$ cat src/rtl/sg_pkg.sv
package sg_pkg;

  // Strobes from the sequencer to the datapath
  typedef struct packed {
    logic clrRec;     // new recording: clear filter history
    logic clrEnergy;  // start a fresh energy sum
    logic wrEn;       // accept one input sample
  } sg_ctl_t;

  typedef enum logic [1:0] {
    ST_IDLE   = 2'd0,
    ST_FILL   = 2'd1,
    ST_DECIDE = 2'd2,
    ST_EMIT   = 2'd3
  } sg_state_t;

endpackage

$ cat src/rtl/sg_datapath.sv
module sg_datapath
  import sg_pkg::*;
#(
  parameter int SAMPLE_W = 16,
  parameter int SEG_LEN  = 160,
  parameter int ENERGY_W = 40,
  parameter int IDX_W    = 8
) (
  input  logic                       clk,
  input  logic                       rst_n,
  input  sg_ctl_t                    ctl,
  input  logic [IDX_W-1:0]           wrIdx,
  input  logic [IDX_W-1:0]           rdIdx,
  input  logic signed [SAMPLE_W-1:0] inSample,
  input  logic [ENERGY_W-1:0]        threshold,
  output logic signed [SAMPLE_W-1:0] outSample,
  output logic                       energyPass
);
  localparam int EXT_W = SAMPLE_W + 2;
  localparam int SQ_W  = 2 * SAMPLE_W;

  logic signed [SAMPLE_W-1:0] prevQ;
  logic signed [SAMPLE_W-1:0] prevSh;
  logic signed [EXT_W-1:0]    diffExt;
  logic signed [SAMPLE_W-1:0] filtSat;
  logic signed [SQ_W-1:0]     sq;
  logic [ENERGY_W-1:0]        energyQ;
  logic signed [SAMPLE_W-1:0] bufMem [SEG_LEN];

  // a*p with a = 15/16 is p - (p >>> 4); so y = x - p + (p >>> 4)
  assign prevSh  = prevQ >>> 4;
  assign diffExt = {{2{inSample[SAMPLE_W-1]}}, inSample}
                 - {{2{prevQ[SAMPLE_W-1]}}, prevQ}
                 + {{2{prevSh[SAMPLE_W-1]}}, prevSh};

  always_comb begin
    if (diffExt[EXT_W-1:SAMPLE_W-1] == '0 || diffExt[EXT_W-1:SAMPLE_W-1] == '1)
      filtSat = diffExt[SAMPLE_W-1:0];
    else if (diffExt[EXT_W-1])
      filtSat = {1'b1, {(SAMPLE_W-1){1'b0}}};
    else
      filtSat = {1'b0, {(SAMPLE_W-1){1'b1}}};
  end

  assign sq = filtSat * filtSat;

  always_ff @(posedge clk) begin
    if (!rst_n) begin
      prevQ   <= '0;
      energyQ <= '0;
    end else begin
      if (ctl.clrRec)
        prevQ <= '0;
      else if (ctl.wrEn)
        prevQ <= inSample;
      if (ctl.clrEnergy)
        energyQ <= '0;
      else if (ctl.wrEn)
        energyQ <= energyQ + {{(ENERGY_W-SQ_W){1'b0}}, sq};
    end
  end

  always_ff @(posedge clk) begin
    if (ctl.wrEn)
      bufMem[wrIdx] <= filtSat;
  end

  assign outSample  = bufMem[rdIdx];
  assign energyPass = (energyQ >= threshold);

  AST_ENERGY_GROWS: assert property (@(posedge clk) disable iff (!rst_n)
    !ctl.clrEnergy |=> energyQ >= $past(energyQ)) else $error("energy fell");

  AST_HISTORY_CLEARED: assert property (@(posedge clk) disable iff (!rst_n)
    ctl.clrRec && !ctl.wrEn |=> prevQ == '0) else $error("history kept");

endmodule

$ cat src/rtl/sg_ctrl.sv
module sg_ctrl
  import sg_pkg::*;
#(
  parameter int SEG_LEN = 160,
  parameter int REC_LEN = 8000,
  parameter int IDX_W   = 8
) (
  input  logic             clk,
  input  logic             rst_n,
  input  logic             recStart,
  input  logic             inValid,
  output logic             inReady,
  output logic             outValid,
  input  logic             outReady,
  output logic             outSof,
  output logic             outEof,
  output logic             recDone,
  input  logic             energyPass,
  output sg_ctl_t          ctl,
  output logic [IDX_W-1:0] wrIdx,
  output logic [IDX_W-1:0] rdIdx
);
  localparam int SEG_CNT = REC_LEN / SEG_LEN;
  localparam int SEGC_W  = (SEG_CNT > 1) ? $clog2(SEG_CNT) : 1;
  localparam logic [IDX_W-1:0]  LAST_IDX = IDX_W'(SEG_LEN - 1);
  localparam logic [SEGC_W-1:0] LAST_SEG = SEGC_W'(SEG_CNT - 1);

  sg_state_t         state;
  logic [SEGC_W-1:0] segCnt;
  logic              doneQ;
  logic              lastSeg;

  assign lastSeg  = (segCnt == LAST_SEG);
  assign inReady  = (state == ST_FILL);
  assign outValid = (state == ST_EMIT);
  assign outSof   = outValid && (rdIdx == '0);
  assign outEof   = outValid && (rdIdx == LAST_IDX);
  assign recDone  = doneQ;

  assign ctl.clrRec    = (state == ST_IDLE) && recStart;
  assign ctl.clrEnergy = ctl.clrRec || (state == ST_DECIDE);
  assign ctl.wrEn      = inReady && inValid;

  always_ff @(posedge clk) begin
    if (!rst_n) begin
      state  <= ST_IDLE;
      wrIdx  <= '0;
      rdIdx  <= '0;
      segCnt <= '0;
      doneQ  <= 1'b0;
    end else begin
      doneQ <= 1'b0;
      unique case (state)
        ST_IDLE: if (recStart) begin
          state  <= ST_FILL;
          wrIdx  <= '0;
          segCnt <= '0;
        end
        ST_FILL: if (ctl.wrEn) begin
          if (wrIdx == LAST_IDX) begin
            wrIdx <= '0;
            state <= ST_DECIDE;
          end else begin
            wrIdx <= wrIdx + 1'b1;
          end
        end
        ST_DECIDE: begin
          if (energyPass) begin
            rdIdx <= '0;
            state <= ST_EMIT;
          end else if (lastSeg) begin
            state <= ST_IDLE;
            doneQ <= 1'b1;
          end else begin
            segCnt <= segCnt + 1'b1;
            state  <= ST_FILL;
          end
        end
        ST_EMIT: if (outReady) begin
          if (rdIdx == LAST_IDX) begin
            rdIdx <= '0;
            if (lastSeg) begin
              state <= ST_IDLE;
              doneQ <= 1'b1;
            end else begin
              segCnt <= segCnt + 1'b1;
              state  <= ST_FILL;
            end
          end else begin
            rdIdx <= rdIdx + 1'b1;
          end
        end
        default: state <= ST_IDLE;
      endcase
    end
  end

  AST_NO_OVERLAP: assert property (@(posedge clk) disable iff (!rst_n)
    !(inReady && outValid)) else $error("in/out overlap");

  AST_OUT_HOLD: assert property (@(posedge clk) disable iff (!rst_n)
    outValid && !outReady |=> outValid && $stable(rdIdx)) else $error("output moved");

  AST_DONE_PULSE: assert property (@(posedge clk) disable iff (!rst_n)
    recDone |=> !recDone && !inReady) else $error("done too long");

  AST_SILENT_DROP: assert property (@(posedge clk) disable iff (!rst_n)
    state == ST_DECIDE && !energyPass |=> !outValid) else $error("quiet segment sent");

endmodule

$ cat src/rtl/speech_gate_top.sv
module speech_gate_top #(
  parameter int SAMPLE_W = 16,
  parameter int SEG_LEN  = 160,
  parameter int REC_LEN  = 8000,
  parameter int ENERGY_W = 40
) (
  input  logic                clk,
  input  logic                rst_n,
  input  logic                rec_start,
  input  logic [ENERGY_W-1:0] threshold,
  input  logic                in_valid,
  output logic                in_ready,
  input  logic [SAMPLE_W-1:0] in_sample,
  output logic                out_valid,
  input  logic                out_ready,
  output logic [SAMPLE_W-1:0] out_sample,
  output logic                out_sof,
  output logic                out_eof,
  output logic                rec_done
);
  import sg_pkg::*;

  localparam int IDX_W = (SEG_LEN > 1) ? $clog2(SEG_LEN) : 1;

  sg_ctl_t          ctl;
  logic [IDX_W-1:0] wrIdx;
  logic [IDX_W-1:0] rdIdx;
  logic             energyPass;
  logic signed [SAMPLE_W-1:0] outS;

  sg_ctrl #(.SEG_LEN(SEG_LEN), .REC_LEN(REC_LEN), .IDX_W(IDX_W)) ctrl_i (
    .clk(clk), .rst_n(rst_n), .recStart(rec_start),
    .inValid(in_valid), .inReady(in_ready),
    .outValid(out_valid), .outReady(out_ready),
    .outSof(out_sof), .outEof(out_eof), .recDone(rec_done),
    .energyPass(energyPass), .ctl(ctl), .wrIdx(wrIdx), .rdIdx(rdIdx)
  );

  sg_datapath #(.SAMPLE_W(SAMPLE_W), .SEG_LEN(SEG_LEN),
                .ENERGY_W(ENERGY_W), .IDX_W(IDX_W)) dp_i (
    .clk(clk), .rst_n(rst_n), .ctl(ctl), .wrIdx(wrIdx), .rdIdx(rdIdx),
    .inSample(in_sample), .threshold(threshold),
    .outSample(outS), .energyPass(energyPass)
  );

  assign out_sample = outS;

endmodule

$ cat config.mk
export PLATFORM = sky130hd
export DESIGN_NAME = speech_gate_top
export DESIGN_NICKNAME = d
export VERILOG_FILES = /design/src/rtl/sg_pkg.sv /design/src/rtl/sg_datapath.sv /design/src/rtl/sg_ctrl.sv /design/src/rtl/speech_gate_top.sv
export SDC_FILE = /design/constraint.sdc
export NUM_CORES = 2
export LEC_CHECK = 0
export ABC_AREA = 1
export BUFFER_PORTS_ARGS = -buffer_cell sky130_fd_sc_hd__buf_2
export CAP_MARGIN = 15
export CORE_MARGIN = 2
export CORE_UTILIZATION = 55
export DETAILED_ROUTE_END_ITERATION = 8
export PLACE_DENSITY = 0.79
export SLEW_MARGIN = 15
export SYNTH_ARGS = -nofsm -noshare
export SYNTH_HDL_FRONTEND = slang
export SYNTH_SLANG_ARGS = --single-unit
$ cat constraint.sdc
create_clock -name clk -period 34.3 [get_ports clk]
set_input_delay 5.145 -clock clk [delete_from_list [all_inputs] [get_ports clk]]
set_output_delay 5.145 -clock clk [all_outputs]
set_load 0.01 [all_outputs]
# Word-level counts from Yosys, hierarchy flattened
# Memory sizes are Yosys's and may differ from the RTL's. A register that Yosys moved wholly into a read port is not among the register bits.
# Cells that the tools add are included.
totals:
  register_bits: 81
  latch_bits: 0
  ram_bits: 2560
  mem_bits_ro: 0
  output_inout_bits: 21
  n_memories: 1
op_classes:
  n_addsub: 6
  n_mul: 1
  div: 0
  n_lt_le_gt_ge: 1
  eq_ne: 14
  shifts: 0
  muxes: 33
  n_bitwise: 1
  n_reduce_logical: 18
memory_table:
  columns: ["name", "depth", "width", "read_ports", "rd_clocked_by_memory_dff", "write_ports", "line_no", "rtl"]
  rows:
  - ["dp_i.bufMem", 160, 16, 1, 1, 1, "sg_datapath.sv:28", "logic signed [SAMPLE_W-1:0] bufMem [SEG_LEN];"]
op_table:
  columns: ["cell", "count"]
  rows:
  - ["$mux 8", 8]
  - ["$add 40x32->40", 1]
  - ["$ge 40x40->1", 1]
  - ["$mul 16x16->32", 1]
  - ["$mux 16", 2]
  - ["$pmux 8 s2", 2]
  - ["$mux 6", 5]
  - ["$add 17x12->18", 1]
  - ["$pmux 6 s3", 1]
  - ["$sub 16x16->17", 1]
  - ["$add 8x1->8 const B", 2]
  - ["$eq 8x8->1 const B", 2]
  - ["$mux 2", 6]
  - ["$ne 2x2->1 const B", 6]
  - ["$reduce_and 5->1", 2]
  - ["$logic_not 8->1", 1]
  - ["$pmux 2 s4", 1]
  - ["$mux 1", 7]
  - ["$add 6x1->6 const B", 1]
  - ["$eq 6x6->1 const B", 1]
  - ["$reduce_and 3->1", 2]
  - ["$eq 2x2->1 const B", 2]
  - ["$logic_and 1x1->1", 4]
  - ["$reduce_bool 2->1", 2]
  - ["other kinds (10)", 12]

# Logic depth before layout (Yosys ltp)
logic_depth:
  ltp_word: 7
  depth_mapped: 59

# Modules after synthesis
# A second synthesis with hierarchy kept.
hier_totals:
  cells_unflattened: 10425
  area_unflattened_um2: 119095.5
modules_own_cells:
  columns: ["module", "n_inst", "cells_per_inst", "area_per_inst_um2"]
  rows:
  - ["sg_datapath", 1, 10207, 117545.2]
  - ["sg_ctrl", 1, 218, 1550.2]

# Least setup slack after synthesis
# No wires, ideal clock.
synth_timing:
  kind: "input port to flip-flop"
  from: "input port in_sample[13]"
  to: "register dp_i.energyQ[33]"
  arrival_time_ps: 15882
  t_required_ps: 34185
  slack_ps: 18303
  cell_stages: 39
  path_cell_list: "inv_1 > fa_1 > inv_1 > ha_1 > nand2_1 > nor2_2 > nand3_1 > nor2_1 > nand2_1 > nand4_1 > nand2_2 > inv_2 > buf_1 > nand2_1 > fa_1 > fa_1 > fa_1 > inv_1 > [... 3 more ...] > inv_1 > fa_1 > ha_1 > nand2_1 > nor4_1 > nand3_1 > nand3_1 > xor2_1 > ha_1 > inv_1 > nor3_1 > inv_1 > nor4_1 > nand3_1 > nand3_1 > nand3_1 > nand2_1 > nor2_1"
synth_via:
  elab_chain_len: 7
synth_rtl:
  columns: ["element", "line_no", "rtl"]
  rows:
  - ["from (decl)", "speech_gate_top.sv:13", "input logic [SAMPLE_W-1:0] in_sample,"]
  - ["$sub 16x16->17 *", "sg_datapath.sv:33", "- {{2{prevQ[SAMPLE_W-1]}}, prevQ}"]
  - ["$add 17x12->18 *", "sg_datapath.sv:34", "+ {{2{prevSh[SAMPLE_W-1]}}, prevSh};"]
  - ["$eq 3x3->1 / $logic_not 3->1 (equally long branches)", "sg_datapath.sv:37", "if (diffExt[EXT_W-1:SAMPLE_W-1] == '0 || diffExt[EXT_W-1:SAMPLE_W-1] == '1)"]
  - ["$logic_or 1x1->1", "sg_datapath.sv:37", null]
  - ["$mux 16 *", "sg_datapath.sv:37", null]
  - ["named net dp_i.filtSat[15]", "sg_datapath.sv:25", "logic signed [SAMPLE_W-1:0] filtSat;"]
  - ["$mul 16x16->32 *", "sg_datapath.sv:45", "assign sq = filtSat * filtSat;"]
  - ["$add 40x32->40 *", "sg_datapath.sv:59", "energyQ <= energyQ + {{(ENERGY_W-SQ_W){1'b0}}, sq};"]
  - ["to (signal assigned)", "sg_datapath.sv:59", null]
  - ["to (decl)", "sg_datapath.sv:27", "logic [ENERGY_W-1:0] energyQ;"]
# Mark *: on every way through the listed nets, which the timed path passes. The rest lies on a longest branch.
# A chain may end at the register's enable or synchronous reset.

# Final worst setup path
layout_timing:
  from: "input port in_sample[14]"
  to: "register dp_i.energyQ[33]"
layout_via:
  elab_chain_len: 7
layout_rtl:
  columns: ["element", "line_no"]
  rows:
  - ["$sub 16x16->17 *", "sg_datapath.sv:33"]
  - ["$add 17x12->18 *", "sg_datapath.sv:34"]
  - ["$eq 3x3->1 / $logic_not 3->1 (equally long branches)", "sg_datapath.sv:37"]
  - ["$logic_or 1x1->1", "sg_datapath.sv:37"]
  - ["$mux 16 *", "sg_datapath.sv:37"]
  - ["$mul 16x16->32 *", "sg_datapath.sv:45"]
  - ["$add 40x32->40 *", "sg_datapath.sv:59"]
# Every way passes the cells marked *; elsewhere a longest branch is shown, timed or not.

==> key figures <==
Floorplanning
  – Core Area: 215000 µm²
  – # rows: 170
  – DIE WIDTH: 469 µm
  – Die area: 220000 µm²
  – Die height: 469 µm
  – Initial Utilization: 55.4%
  – Ports: 82

Clock tree
  – Root Buffer: clkbuf_16
  – CTS max path bufs: 4
  – Num Clock Sinks: 2649
  – Hold-fix buffers, CTS: 0
  – Setup bufs post-CTS: 0
  – H-tree Lvls: 5
  – TritonCTS buffer count: 278
  – CTS tree: done
  – Post-CTS Resized: 0
  – Reg clk slew, reported paths: 60 ps
  – Worst-Skew Late Latency: 960 ps

Timing
  – Hold Violations, Final: 0
  – Finish-stage setup viols: 0
  – Fmax: 62.3 MHz
  – Max Slew Vio Count: 0
  – Tcrit/Tclk final: 46.8%
  – Hold_ws: 483 ps
  – Final Skew: 71.1 ps
  – Worst-Margin Slew: 1270 ps
  – RSZ-0062 raised after global routing: false
  – Setup tns final: 0 ps
  – Slew margin rel.: 15.0%
  – Final min period: 16040 ps

Setup path
  – Worst Path Arrival: 16840 ps
  – Worst-path cell with the longest stage delay: buf_4
  – Worst Path Required: 35100 ps
  – Setup Crit Path Kind: in2reg
  – Crit. End Element: register
  – Crit-path max cell delay: 970 ps
  – Crit-path max FO: 97
  – CP startpoint kind: primary input

Global routing
  – Busiest grt layer: met2
  – First-pass GRT wire length: 499000 µm
  – Vias in the first global route: 82100
  – Met3 Use GR: 7.08%
  – GRT Residual Overflow: 0
  – Global-route usage over all layers: 29.6%
  – Grt met2 use: 45.3%
  – Initial antenna violation count: 11
  – GRT met1 Usage: 39.8%
  – Largest net degree at the start of global routing: 236

Logic synthesis
  – Largest family of logic cells by synthesized area: simple AND/OR/NAND/NOR gates
  – Post-synth EDFFs: 2560
  – Cells after synthesis: 10400
  – Share of the synthesized area in the top cell type: 64.6%
  – Synth area leaders: edfxtp_1, o21ai_0, nand2_1
  – Compound-Gate Fraction of Synth Area: 9.00%
  – Mapped cell area: 119000 µm²
  – Yosys reg bits: 2649
  – Post-Synth Adder-Cell Area: 6.18%
  – Dominant synthesized flop cell: edfxtp_1
  – Synthesized netlist net count: 10900
  – Register area share after synthesis: 66.1%
  – FFs w/ async S/R, synth: 0%
  – Mean Syn Cell Area: 11.4 µm²
  – Synthesis warning total: 0
  – Mux cell area share after synthesis: 0%
  – Post-Synth Simple-Gate Area: 13.8%
  – Synth unique cells: 50
  – XOR/XNOR Fraction of Synth Area: 0.530%
  – Dominant cell type by area after synthesis: edfxtp_1

Finish
  – Synth-to-Final Area Change: 9.91%
  – Commonest non-fill, non-tap cell in the layout: edfxtp_1
  – Multi-input logic area: 35100 µm²
  – Layout cells sized above 1: 7.15%
  – Most frequent cells in the layout: edfxtp_1, nand2_1, nor2_1
  – Sequential cell area: 78700 µm²
  – Fin nets: 10900
  – Fillcell total: 15900

Drt
  – Pre-antenna DRT Iters: 6
  – Initial drt markers: 12300
  – DRC viols: 0
  – Via count: 84100
  – Routed Antenna Nets: 0
  – Drt total wl: 333000 µm
  – Avg WL per Cell: 24.8 µm
  – Vias/cell: 6.25

Placed design
  – HPWL after DPL: 195000 µm
  – Port bufs: 81
  – Routability cong.: 0.926

Min path
  – Hold Path Class: reg2reg

Status
  – Status: finished clean

Job
  – Max cap viols: 0
-- final timing paths --
path	start	slack, ps	end	depth (start not counted)
min reg2reg	dp_i.prevQ[0]	480	dp_i.prevQ[0]	2
max	in_sample[14]	18260	dp_i.energyQ[33]	48
min	dp_i.prevQ[0]	480	dp_i.prevQ[0]	2
max reg2reg	dp_i.prevQ[15]	22120	dp_i.energyQ[33]	47
-- metal layers --
metal | routed length (µm) | vias up
li1 | - | 36600
met1 | 121000 | 40900
met2 | 152000 | 5623
met3 | 42100 | 918
met4 | 17900 | 6
met5 | 33 | -
-- layout make-up --
cell class	instances	share of cell area (%)
Tap cell	2838	2.71
Timing Repair Buffer	319	1.77
Multi-Input combinational cell	6425	26.8
Antenna cell	4	0.00765
Sequential cell	2649	60.1
Inverter	746	2.21
Clock buffer	348	5.65
Clock inverter	113	0.689
-- flip-flops by register name (all words and copies together) (netlist names), named ones only --
| signal | flops |
|---|---|
| ctrl_i.segCnt | 6 |
| ctrl_i.recDone | 1 |
| dp_i.energyQ | 40 |
| ctrl_i.rdIdx | 8 |
| dp_i.prevQ | 16 |
| dp_i.bufMem | 2560 |
| ctrl_i.wrIdx | 8 |
| ctrl_i.state | 2 |
-- logic make-up (layout without fill, tap and decap cells) --
| group | count (synthesis) | count (layout) |
|---|---|---|
| AOI/OAI and AO/OA | 1972 | 1972 |
| xor gates and xnor gates | 72 | 72 |
| adders and majority gates | 437 | 437 |
| buffers and inverters | 1347 | 1526 |
| DFF | 2649 | 2649 |
| other | 0 | 4 |
| and+or+nand+nor | 3944 | 3944 |
-- cell usage after synthesis, types with 2 or more instances --
| master | instances |
|---|---|
| fa_1 | 251 |
| nor2_2 | 3 |
| nor4_1 | 9 |
| inv_2 | 20 |
| buf_2 | 109 |
| ha_1 | 186 |
| a21boi_0 | 2 |
| a21oi_1 | 211 |
| o21a_1 | 13 |
| a211oi_1 | 2 |
| edfxtp_1 | 2560 |
| inv_1 | 725 |
| nor2_4 | 9 |
| a21o_1 | 7 |
| o221ai_1 | 13 |
| nor3_1 | 28 |
| nand4_1 | 15 |
| xor2_1 | 49 |
| o21bai_1 | 25 |
| nand3b_1 | 3 |
| nand2_2 | 12 |
| buf_4 | 17 |
| o21ai_1 | 40 |
| nand2_1 | 1456 |
| o21ai_0 | 1142 |
| a31oi_1 | 12 |
| or2_2 | 9 |
| nand3_1 | 997 |
| nor2_1 | 1386 |
| nand2_4 | 10 |
| dfxtp_1 | 89 |
| o22ai_1 | 495 |
| buf_1 | 76 |
| o211ai_1 | 6 |
| clkbuf_1 | 393 |
| buf_6 | 5 |
| xnor2_1 | 23 |
-- critical path: cells and delay by family --
kind,cells,cell delay (ps)
adders and majority gates,10,4580
and+or+nand+nor,23,3890
buffers and inverters,12,2590
AOI/OAI and AO/OA,2,230
xor gates and xnor gates,1,160
-- per-stage QoR --
step | setup slack [ps] | area, µm² | util (%) | instances
final | 18260 | 131000 | 60.9 | 13400
after global routing | 17350 | 131000 | 60.9 | 13400
after CTS | 18360 | 131000 | 60.9 | 13400
after detailed placement | 17420 | 123000 | 57.0 | 13000
after global placement | 17620 | 123000 | 57.0 | 13000
after floorplan | 18300 | 119000 | - | 10400
Power is not shown: default switching activity piles up to over one toggle a cycle in this logic, so the estimate is an artifact.
